<file path="config.mk">
export PLATFORM = sky130hd
export DESIGN_NAME = dtg_top
export DESIGN_NICKNAME = d
export VERILOG_FILES = /design/src/rtl/dtg_pkg.sv /design/src/rtl/dtg_prescaler.sv /design/src/rtl/dtg_edge_delay.sv /design/src/rtl/dtg_top.sv
export SDC_FILE = /design/constraint.sdc
export NUM_CORES = 1
export LEC_CHECK = 0
export ABC_AREA = 1
export BUFFER_PORTS_ARGS = -buffer_cell sky130_fd_sc_hd__buf_2
export CORE_MARGIN = 2
export CORE_UTILIZATION = 60
export DETAILED_ROUTE_END_ITERATION = 10
export PLACE_DENSITY = 0.83
export SETUP_SLACK_MARGIN = 0.5
export SYNTH_ARGS = -nofsm -noshare
export SYNTH_HDL_FRONTEND = slang
export SYNTH_SLANG_ARGS = --single-unit
export TNS_END_PERCENT = 1
</file>
<file path="constraint.sdc">
create_clock -name clk_i -period 3.1 [get_ports clk_i]
set_input_delay 0.31 -clock clk_i [delete_from_list [all_inputs] [get_ports clk_i]]
set_output_delay 0.31 -clock clk_i [all_outputs]
set_load 0.1 [all_outputs]
</file>
<file path="src/rtl/dtg_pkg.sv">
package dtg_pkg;
  localparam int unsigned FIELD_W = 4;
  localparam int unsigned DIV_W   = 2;
  localparam int unsigned NUM_CH  = 2;

  typedef enum logic [0:0] {
    CH_TRUE = 1'b0,
    CH_COMP = 1'b1
  } dtg_ch_e;
endpackage

</file>
<file path="src/rtl/dtg_prescaler.sv">
module dtg_prescaler #(
  parameter int unsigned DIV_W = 2
) (
  input  logic             clk_i,
  input  logic             rst_ni,
  input  logic             run_i,
  input  logic [DIV_W-1:0] code_i,
  output logic             tick_o
);
  localparam int unsigned PRE_W = (1 << DIV_W) - 1;

  logic [PRE_W-1:0] pre_q;
  logic [PRE_W-1:0] mask;

  assign mask   = (PRE_W'(1) << code_i) - PRE_W'(1);
  assign tick_o = run_i && (pre_q == mask);

  // phase restarts whenever the channel is idle
  always_ff @(posedge clk_i or negedge rst_ni) begin
    if (!rst_ni)      pre_q <= '0;
    else if (!run_i)  pre_q <= '0;
    else if (tick_o)  pre_q <= '0;
    else              pre_q <= pre_q + PRE_W'(1);
  end
endmodule

</file>
<file path="src/rtl/dtg_edge_delay.sv">
module dtg_edge_delay #(
  parameter int unsigned FIELD_W = 4,
  parameter int unsigned DIV_W   = 2
) (
  input  logic               clk_i,
  input  logic               rst_ni,
  input  logic               level_i,
  input  logic [FIELD_W-1:0] delay_i,
  input  logic [DIV_W-1:0]   code_i,
  output logic               out_o
);
  localparam logic [FIELD_W-1:0] CNT_MAX = '1;

  logic               tick;
  logic [FIELD_W-1:0] cnt_q;

  dtg_prescaler #(.DIV_W(DIV_W)) u_pre (
    .clk_i  (clk_i),
    .rst_ni (rst_ni),
    .run_i  (level_i),
    .code_i (code_i),
    .tick_o (tick)
  );

  // saturating unit counter, cleared while level is low
  always_ff @(posedge clk_i or negedge rst_ni) begin
    if (!rst_ni)                         cnt_q <= '0;
    else if (!level_i)                   cnt_q <= '0;
    else if (tick && (cnt_q != CNT_MAX)) cnt_q <= cnt_q + FIELD_W'(1);
  end

  // falling edge is immediate, rising edge waits for the count
  assign out_o = level_i && (cnt_q >= delay_i);
endmodule

</file>
<file path="src/rtl/dtg_top.sv">
module dtg_top
  import dtg_pkg::*;
#(
  parameter int unsigned FW = FIELD_W,
  parameter int unsigned DW = DIV_W
) (
  input  logic            clk_i,
  input  logic            rst_ni,
  input  logic            pwm_i,
  input  logic [2*FW-1:0] dt_val_i,
  input  logic [DW-1:0]   dt_div_i,
  input  logic            invert_i,
  output logic            true_o,
  output logic            comp_o
);
  logic [NUM_CH-1:0] raw;

  for (genvar g = 0; g < NUM_CH; g++) begin : g_ch
    localparam int unsigned LSB = (NUM_CH - 1 - g) * FW;
    logic level;
    assign level = (g == int'(CH_TRUE)) ? pwm_i : ~pwm_i;

    dtg_edge_delay #(.FIELD_W(FW), .DIV_W(DW)) u_dly (
      .clk_i   (clk_i),
      .rst_ni  (rst_ni),
      .level_i (level),
      .delay_i (dt_val_i[LSB +: FW]),
      .code_i  (dt_div_i),
      .out_o   (raw[g])
    );
  end

  assign true_o = raw[CH_TRUE] ^ invert_i;
  assign comp_o = raw[CH_COMP] ^ invert_i;
endmodule

</file>
# After elaboration in Yosys (flattened, before gate mapping)
# Index checks and enable logic that the tools add are counted.
# W data, S select, Z words.
dict set report word_totals {
  register_bits 14
  wordCells 35
}
dict set report op_classes {
  n_addsub 5
  magnitude_cmp 2
  n_eq_ne 5
  shifts 1
  n_mux 8
  n_bitwise 3
  reduce_logical 7
}
# operator count
set ops {}
lappend ops {{$mux W4} 4}
lappend ops {{$mux W3} 4}
lappend ops {{$add A4 B1 Y4 const B} 2}
lappend ops {{$ge A4 B4 Y1} 2}
lappend ops {{$ne A4 B4 Y1 const B} 2}
lappend ops {{$add A3 B1 Y3 const B} 2}
lappend ops {{$eq A3 B3 Y1} 2}
lappend ops {{$logic_and A1 B1 Y1} 6}
lappend ops {{$shl A1 B2 Y3 const A} 1}
lappend ops {{$sub A3 B2 Y3 const B} 1}
lappend ops {{$ne A2 B1 Y1 const B} 1}
lappend ops {{$reduce_bool A2 Y1} 1}
lappend ops {{$xor A1 B1 Y1} 2}
lappend ops {{$not A1 Y1} 1}

# Longest topological paths before layout
# Gate-level depths: netlist (run 1).
dict set report depth {
  depth_word 7
  ltp_mapped 9
}

# Cells and area by module
# A second synthesis (run 1) with hierarchy kept.
dict set report unflattened {
  hier_cells 170
  area_unflattened_um2 1131.1
}
# mod n_inst cells_per_inst area_per_inst_um2
set modules_own_cells {}
lappend modules_own_cells {dtg_edge_delay 2 47 335.3}
lappend modules_own_cells {dtg_prescaler 2 33 211.5}
lappend modules_own_cells {dtg_top 1 10 37.5}

# Worst setup path before layout (run 1)
# Ideal clock, no wire load.
dict set report synth_timing {
  kind {reg-to-output}
  startpoint {reg g_ch[1].u_dly.cnt_q[1]}
  endpoint {out comp_o}
  t_arrival_ns 1.690
  t_required_ns 2.790
  setup_slack_ns 1.100
  stages_incl_launch_ff 8
  path_cell_list {dfrtp_1 -> ha_1 -> inv_1 -> o21bai_1 -> nand3_1 -> nand3_1 -> nand3_1 -> nand2_1}
}
dict set report synth_between {
  elab_chain_len 3
}
# item line
set synth_lines {}
lappend synth_lines {{start: declaration} dtg_edge_delay.sv:15} ;# logic [FIELD_W-1:0] cnt_q;
lappend synth_lines {{start signal: assignment} dtg_edge_delay.sv:29} ;# else if (tick && (cnt_q != CNT_MAX)) cnt_q <= cnt_q + FIELD_W'(1);
lappend synth_lines {{$ge A4 B4 Y1} dtg_edge_delay.sv:33} ;# assign out_o = level_i && (cnt_q >= delay_i);
lappend synth_lines {{$logic_and A1 B1 Y1} dtg_edge_delay.sv:33}
lappend synth_lines {{$xor A1 B1 Y1} dtg_top.sv:34} ;# assign comp_o = raw[CH_COMP] ^ invert_i;
lappend synth_lines {{end: declaration} dtg_top.sv:14} ;# output logic comp_o
# Every way passes these cells.

# Worst setup path after layout (run 1)
dict set report layout_timing {
  startpoint {reg g_ch[0].u_dly.cnt_q[1]}
  endpoint {out true_o}
}
dict set report layout_between {
  elab_chain_len 3
}
# item line
set layout_lines {}
lappend layout_lines {{start: declaration} dtg_edge_delay.sv:15}
lappend layout_lines {{start signal: assignment} dtg_edge_delay.sv:29}
lappend layout_lines {{$ge A4 B4 Y1} dtg_edge_delay.sv:33}
lappend layout_lines {{$logic_and A1 B1 Y1} dtg_edge_delay.sv:33}
lappend layout_lines {{$xor A1 B1 Y1} dtg_top.sv:33} ;# assign true_o = raw[CH_TRUE] ^ invert_i;
lappend layout_lines {{end: declaration} dtg_top.sv:13} ;# output logic true_o,
# Every way passes these cells.

==> out/metrics.yaml, run 1 <==
floorplan:
  initial_utilization: 0.6312
  coreArea_um2: 1727
  io_pins: 16
  die_y_um: 46.62
  die_w_um: 46.62
  num_rows: 15
  die_area_um2: 2173
clocking:
  clk_transition_reported_paths_ps: 90
  cts_buffers: 3
  cts_tree: "yes"
  htree_levels: 1
  cts_root_buf: "clkbuf_4"
  clk_path_buf_depth: 2
  cts_setup_buffers: 0
  cts_sinks: 14
  clk_latency_ps: 290
synthesis:
  synth_top_area_share: 0.3215
  syn_avg_cell_area_um2: 7.363
  yosys_warnings: 0
  synth_top_area_cell: "dfrtp_1"
  ys_ff_latch: 14
  synth_area_um2: 1090
  synth_nets: 174
  synthCells: 148
  seq_area_frac_synth: 0.3215
  synth_area_leaders: "dfrtp_1, ha_1, nand2_1"
  ys_types: 19
timing:
  finalSetupViolCount: 0
  relSlewSlack: 0.6803
  fin_ws_ps: 838.8
  fmax_mhz: 442.3
  fin_tns_setup_ps: 0
  hold_ws_ps: 369.7
  maxSlewViolCount: 0
  worstMarginPinSlew_ps: 482.9
  rsz0062_at_grt: "false"
  fin_crit_sh: 0.7294
  clock_skew_ps: 1.617
  final-hold-violation-count: 0
  period_needed_ps: 2261
power:
  cellPowerDensity_nw_per_um2: 384.7
  ir_drop_mv: 0.2667
  p_leak_nw: 0.7195
setup_path:
  cp.arrival_ps: 1950
  worstPathMaxFanout: 5
  cp-end-kind: "output port"
  cp-startpoint: "g_ch[0].u_dly.cnt_q[1]$_DFFE_PN0P_"
  r2r-start: "g_ch[1].u_dly.cnt_q[0]$_DFFE_PN0P_"
  worstPathRequired_ps: 2790
  crit_path_start_kind: "flip-flop"
  worstReg2RegEnd: "g_ch[1].u_dly.cnt_q[3]$_DFFE_PN0P_"
  rrSetupSlack_ps: 1830
  critical_path_class: "reg2out"
  cp-endpoint: "true_o"
  reg2reg_depth: 7
layout:
  syn2layout_area_growth_pct: 13.32
  num_antenna_cells: 0
  layout-drive-gt1-share: 0.1856
  fin_util: 0.7152
  most-common-layout-cells: "nand2_1, inv_1, nand3_1"
  nets: 194
  num-fill-cells: 154
  multi_input_area_um2: 638.1
  layout_commonest_cell: "nand2_1"
  stdcell_area_um2: 1235
  seq_area_um2: 350.3
route:
  wl_per_cell_um: 9.896
  vias: 980
  dr.first_iter.drc_count: 17
  first_pass_iters: 4
  via_per_inst: 5.104
  ant_nets: 0
  wl_um: 1900
  drc: 0
place:
  gp_congestion: 0.7891
  post-place-ws_ps: 1143
  dpl.hpwl_um: 1471
  port_buffers: 15
  post_dp_cell_area_um2: 1189
grt:
  grt_pass1_wl_um: 3270
  grtUsageTotal: 0.2151
  grt.overflow.total: 0
  antenna_found_initial: 0
  grt_max_degree: 15
  grt_pass1_vias: 837
min_path:
  hold_depth: 3
  hold_class: "in2reg"
flow_run:
  maxCapViolCount: 0
outcome:
  status: "finished, final reports clean"
synth_stat cells (all sizes together):
library cell	count
a21oi	2
clkbuf	1
dfrtp	14
ha	12
inv	25
nand2	36
nand3	23
nand4	7
nor2	17
o21ai	4
o21bai	4
xnor2	2
xor2	1
repair_timing:
item,CTS,global route
resized for setup,0,0
hold endpoints to repair,14,0
hold buffers,1,0
worst min-delay path by stage:
stage                     startpoint                                     end  slack, ps
after global placement        rst_ni      g_ch[1].u_dly.cnt_q[1]$_DFFE_PN0P_        220
after global routing           pwm_i  g_ch[0].u_dly.u_pre.pre_q[1]$_DFF_PN0_        380
after floorplan               rst_ni      g_ch[0].u_dly.cnt_q[0]$_DFFE_PN0P_         10
after detailed placement      rst_ni      g_ch[1].u_dly.cnt_q[1]$_DFFE_PN0P_        220
after CTS                      pwm_i  g_ch[0].u_dly.u_pre.pre_q[1]$_DFF_PN0_        360
final                          pwm_i      g_ch[0].u_dly.cnt_q[1]$_DFFE_PN0P_        370
metrics by stage:
step / total power, mW / std cells
finish: 0.4750 / 192
global route: 0.5085 / 192
CTS: 0.4809 / 192
detailed placement: 0.3431 / 187
global placement: 0.3373 / 187
floorplan: 0.3111 / 148
per-layer routing:
| metal | track usage | routed length [um] | vias up |
|---|---|---|---|
| li1 | - | - | 518 |
| met4 | 0.1333 | 53 | 0 |
| met3 | 0.02353 | 79 | 5 |
| met2 | 0.3472 | 855 | 22 |
| met1 | 0.2725 | 911 | 435 |
| met5 | 0 | 0 | - |
critical path: stages, from the launching register on:
cell and delay, ps:
dfrtp_1 440, ha_1 320, inv_1 40, o21bai_1 120, nand3_1 90, nand3_1 90, nand3_1 70, nand2_1 70
buf_2 410
cells by family after synthesis:
family | Yosys count | synth area share
buffers and inverters | 26 | 0.09300
AND/OR/NAND/NOR | 83 | 0.3582
XOR/XNOR | 3 | 0.02411
flip-flops | 14 | 0.3215
adder cells (fa/ha/maj) | 12 | 0.1378
AO/OA/AOI/OAI | 10 | 0.06544
report_power, final:
part / leakage [nW] / internal [mW] / switching [mW]
registers: 0.190 / 0.196 / 0.0149
logic: 0.509 / 0.0446 / 0.0835
clock network: 0.0210 / 0.0717 / 0.0640
layout make-up:
type,count,share of cell area
Clock buffer,4,0.02938
Inverter,25,0.07599
Multi-Input combinational cell,108,0.5167
Sequential cell,14,0.2837
Tap cell,25,0.02533
Timing Repair Buffer,16,0.06890
sequential cells by signal (all words and copies together), names as in the netlist:
register and cells:
g_ch.u_dly.cnt_q 8, g_ch.u_dly.u_pre.pre_q 6
No activity file was read; power rests on OpenSTA's default activity.
==> run 2, diff against run 1 <==
--- a/config.mk
+++ b/config.mk
@@ -8,9 +8,9 @@
 export ABC_AREA = 1
 export BUFFER_PORTS_ARGS = -buffer_cell sky130_fd_sc_hd__buf_2
 export CORE_MARGIN = 2
-export CORE_UTILIZATION = 60
+export CORE_UTILIZATION = 56
 export DETAILED_ROUTE_END_ITERATION = 10
-export PLACE_DENSITY = 0.83
+export PLACE_DENSITY = 0.78
 export SETUP_SLACK_MARGIN = 0.5
 export SYNTH_ARGS = -nofsm -noshare
 export SYNTH_HDL_FRONTEND = slang
==> constraint.sdc (replaced) <==
create_clock -name clk_i -period 2.2 [get_ports clk_i]
set_input_delay 0.22 -clock clk_i [delete_from_list [all_inputs] [get_ports clk_i]]
set_output_delay 0.22 -clock clk_i [all_outputs]
set_load 0.1 [all_outputs]
==> out/metrics.yaml, run 2 (synthesis gave the netlist of run 1 again) <==
floorplan:
  die_area_um2: 2315  # was 2173 um^2
  io_pins: 16  # unchanged
  coreArea_um2: 1783  # was 1727 um^2
  die_y_um: 48.12  # was 46.62 um
  num_rows: 15  # unchanged
  die_w_um: 48.12  # was 46.62 um
  initial_utilization: 0.6112  # was 0.6312
clocking:
  cts_sinks: 14  # unchanged
  cts_root_buf: "clkbuf_4"  # unchanged
  cts_buffers: 3  # unchanged
  clk_latency_ps: 290  # about the same
  clk_path_buf_depth: 2  # unchanged
  htree_levels: 1  # unchanged
  clk_transition_reported_paths_ps: 80  # was 90 ps
  cts_tree: "yes"  # unchanged
layout:
  largest_register: "g_ch.u_dly.cnt_q"  # unchanged
  reg_top3: "g_ch.u_dly.cnt_q (8), g_ch.u_dly.u_pre.pre_q (6)"  # unchanged
  num-fill-cells: 140  # was 154
  nets: 199  # was 194
  num_antenna_cells: 0  # unchanged
  syn2layout_area_growth_pct: 22.27  # was 13.32%
  most-common-layout-cells: "nand2_1, inv_1, nand3_1"  # unchanged
  layout-drive-gt1-share: 0.2573  # was 0.1856
  layout_commonest_cell: "nand2_1"  # unchanged
  largest_reg_flops: 8  # unchanged
  fin_util: 0.7474  # was 0.7152
  stdcell_area_um2: 1333  # was 1235 um^2
place:
  port_buffers: 15  # unchanged
  post_dp_cell_area_um2: 1191  # was 1189 um^2
  post-place-ws_ps: 365.0  # was 1143 ps
  gp_congestion: 0.7912  # was 0.7891
  dpl.hpwl_um: 1577  # was 1471 um
timing:
  fin_crit_sh: 0.8663
  rsz0062_at_grt: "true"  # was false
  finalSetupViolCount: 0  # unchanged
  period_needed_ps: 1906
  hold_ws_ps: 295.3  # was 369.7 ps
  maxSlewViolCount: 0  # unchanged
  fin_ws_ps: 294.1  # was 838.8 ps
  fin_tns_setup_ps: 0  # unchanged
  clock_skew_ps: 0.7114  # was 1.617 ps
  final-hold-violation-count: 0  # unchanged
  worstMarginPinSlew_ps: 307.6  # was 482.9 ps
  relSlewSlack: 0.7950  # was 0.6803
  fmax_mhz: 524.7
min_path:
  hold_class: "in2reg"  # unchanged
  worst_hold_path.endpoint: "g_ch[0].u_dly.u_pre.pre_q[1]$_DFF_PN0_"  # was g_ch[0].u_dly.cnt_q[1]$_DFFE_PN0P_
  hold_start: "pwm_i"  # unchanged
  hold_depth: 3  # unchanged
power:
  pwr-share-clk: 0.229  # was 0.286
  cellPowerDensity_nw_per_um2: 495.8  # was 384.7 nW/um^2
  switching_share: 0.3593  # was 0.3419
  p_int_mw: 0.4233  # was 0.3126 mW
  pwr-share-seq: 0.450  # was 0.445
  p_leak_nw: 0.7554  # was 0.7195 nW
  ir_drop_mv: 0.4090  # was 0.2667 mV
  pwr-share-comb: 0.321  # was 0.270
  p_switching_mw: 0.2374  # was 0.1624 mW
route:
  vias: 1003  # was 980
  via_per_inst: 5.117  # was 5.104
  first_pass_iters: 4  # unchanged
  dr.first_iter.drc_count: 22  # was 17
  wl_um: 2136  # was 1900 um
  ant_nets: 0  # unchanged
  wl_per_cell_um: 10.90  # was 9.896 um
  drc: 0  # unchanged
grt:
  grt_pass1_wl_um: 3746  # was 3270 um
  antenna_found_initial: 0  # unchanged
  grtUsageTotal: 0.2338  # was 0.2151
  grt.overflow.total: 0  # unchanged
  grt_pass1_vias: 947  # was 837
  grt_max_degree: 15  # unchanged
flow_run:
  maxCapViolCount: 0  # unchanged
setup_path:
  crit_path_start_kind: "flip-flop"  # unchanged
  rrSetupSlack_ps: 730  # was 1830 ps
  worstReg2RegEnd: "g_ch[0].u_dly.cnt_q[3]$_DFFE_PN0P_"  # was g_ch[1].u_dly.cnt_q[3]$_DFFE_PN0P_
  r2r-start: "g_ch[0].u_dly.cnt_q[1]$_DFFE_PN0P_"  # was g_ch[1].u_dly.cnt_q[0]$_DFFE_PN0P_
  reg2reg_depth: 7  # unchanged
  cp.arrival_ps: 1690  # was 1950 ps
  critical_path_class: "reg2out"  # unchanged
  worstPathMaxFanout: 2  # was 5
  cp-end-kind: "output port"  # unchanged
  worstPathRequired_ps: 1980  # was 2790 ps
outcome:
  status: "finished, final reports clean"  # unchanged
==> run 2: power groups by stage <==
stage	Clock, mW	Combinational [mW]	Sequential (mW)
4_1_cts	0.148	0.205	0.296
5_1_grt	0.161	0.236	0.300
3_3_place_gp	0	0.175	0.301
2_1_floorplan	0	0.141	0.298
3_5_place_dp	0	0.183	0.303
6_report	0.151	0.212	0.297
==> run 2: worst max-delay path, cell delays in order, from the launching register on <==
cell	delay, ps
dfrtp_1	420
ha_4	280
inv_1	40
o21bai_1	120
nand3_1	90
nand3_2	80
nand2_1	50
nand2_1	80
nand2_2	80
buf_12	170
==> run 2: final cells by class <==
class                      count  area, um^2  area share
clock buffer                   3       22.52     0.01690
inverter                      25       93.84     0.07042
multi-input combinational    108       681.9      0.5117
sequential                    14       350.3      0.2629
tap                           25       31.28     0.02347
timing repair buffer          21       152.6      0.1146
==> run 2: how the worst max path moves through the flow <==
stage | startpoint | slack [ps] | to | cells after the start
floorplan | g_ch[0].u_dly.cnt_q[1]$_DFFE_PN0P_ | 290 | true_o | 7
global placement | g_ch[1].u_dly.cnt_q[1]$_DFFE_PN0P_ | 420 | comp_o | 8
detailed placement | g_ch[1].u_dly.cnt_q[1]$_DFFE_PN0P_ | 360 | comp_o | 8
CTS | g_ch[1].u_dly.cnt_q[1]$_DFFE_PN0P_ | 320 | comp_o | 8
global route | g_ch[0].u_dly.cnt_q[1]$_DFFE_PN0P_ | 200 | true_o | 9
finish | g_ch[0].u_dly.cnt_q[1]$_DFFE_PN0P_ | 290 | true_o | 9
==> run 2: per-stage QoR <==
| step | cells | power (mW) |
|---|---|---|
| 2_1_floorplan | 148 | 0.4390 |
| 3_3_place_gp | 187 | 0.4764 |
| 3_5_place_dp | 187 | 0.4854 |
| 4_1_cts | 195 | 0.6496 |
| 5_1_grt | 196 | 0.6977 |
| 6_report | 196 | 0.6606 |
==> run 2: what timing repair did <==
item	4_1_cts	5_1_grt
hold endpoints to repair	14	0
gates cloned	0	0
setup buffers	4	1
pin swaps	0	1
resized for setup	10	6
hold buffers	1	0
setup endpoints to repair	2	2
==> run 2: routing by layer <==
metal	vias to the layer above	global-route usage	routed length (um)	part of all wire
met5	-	0	0	0
met1	454	0.2770	989	0.46
met2	17	0.4293	1058	0.50
li1	527	-	-	-
met3	5	0.03333	55	0.026
met4	0	0.08108	32	0.015
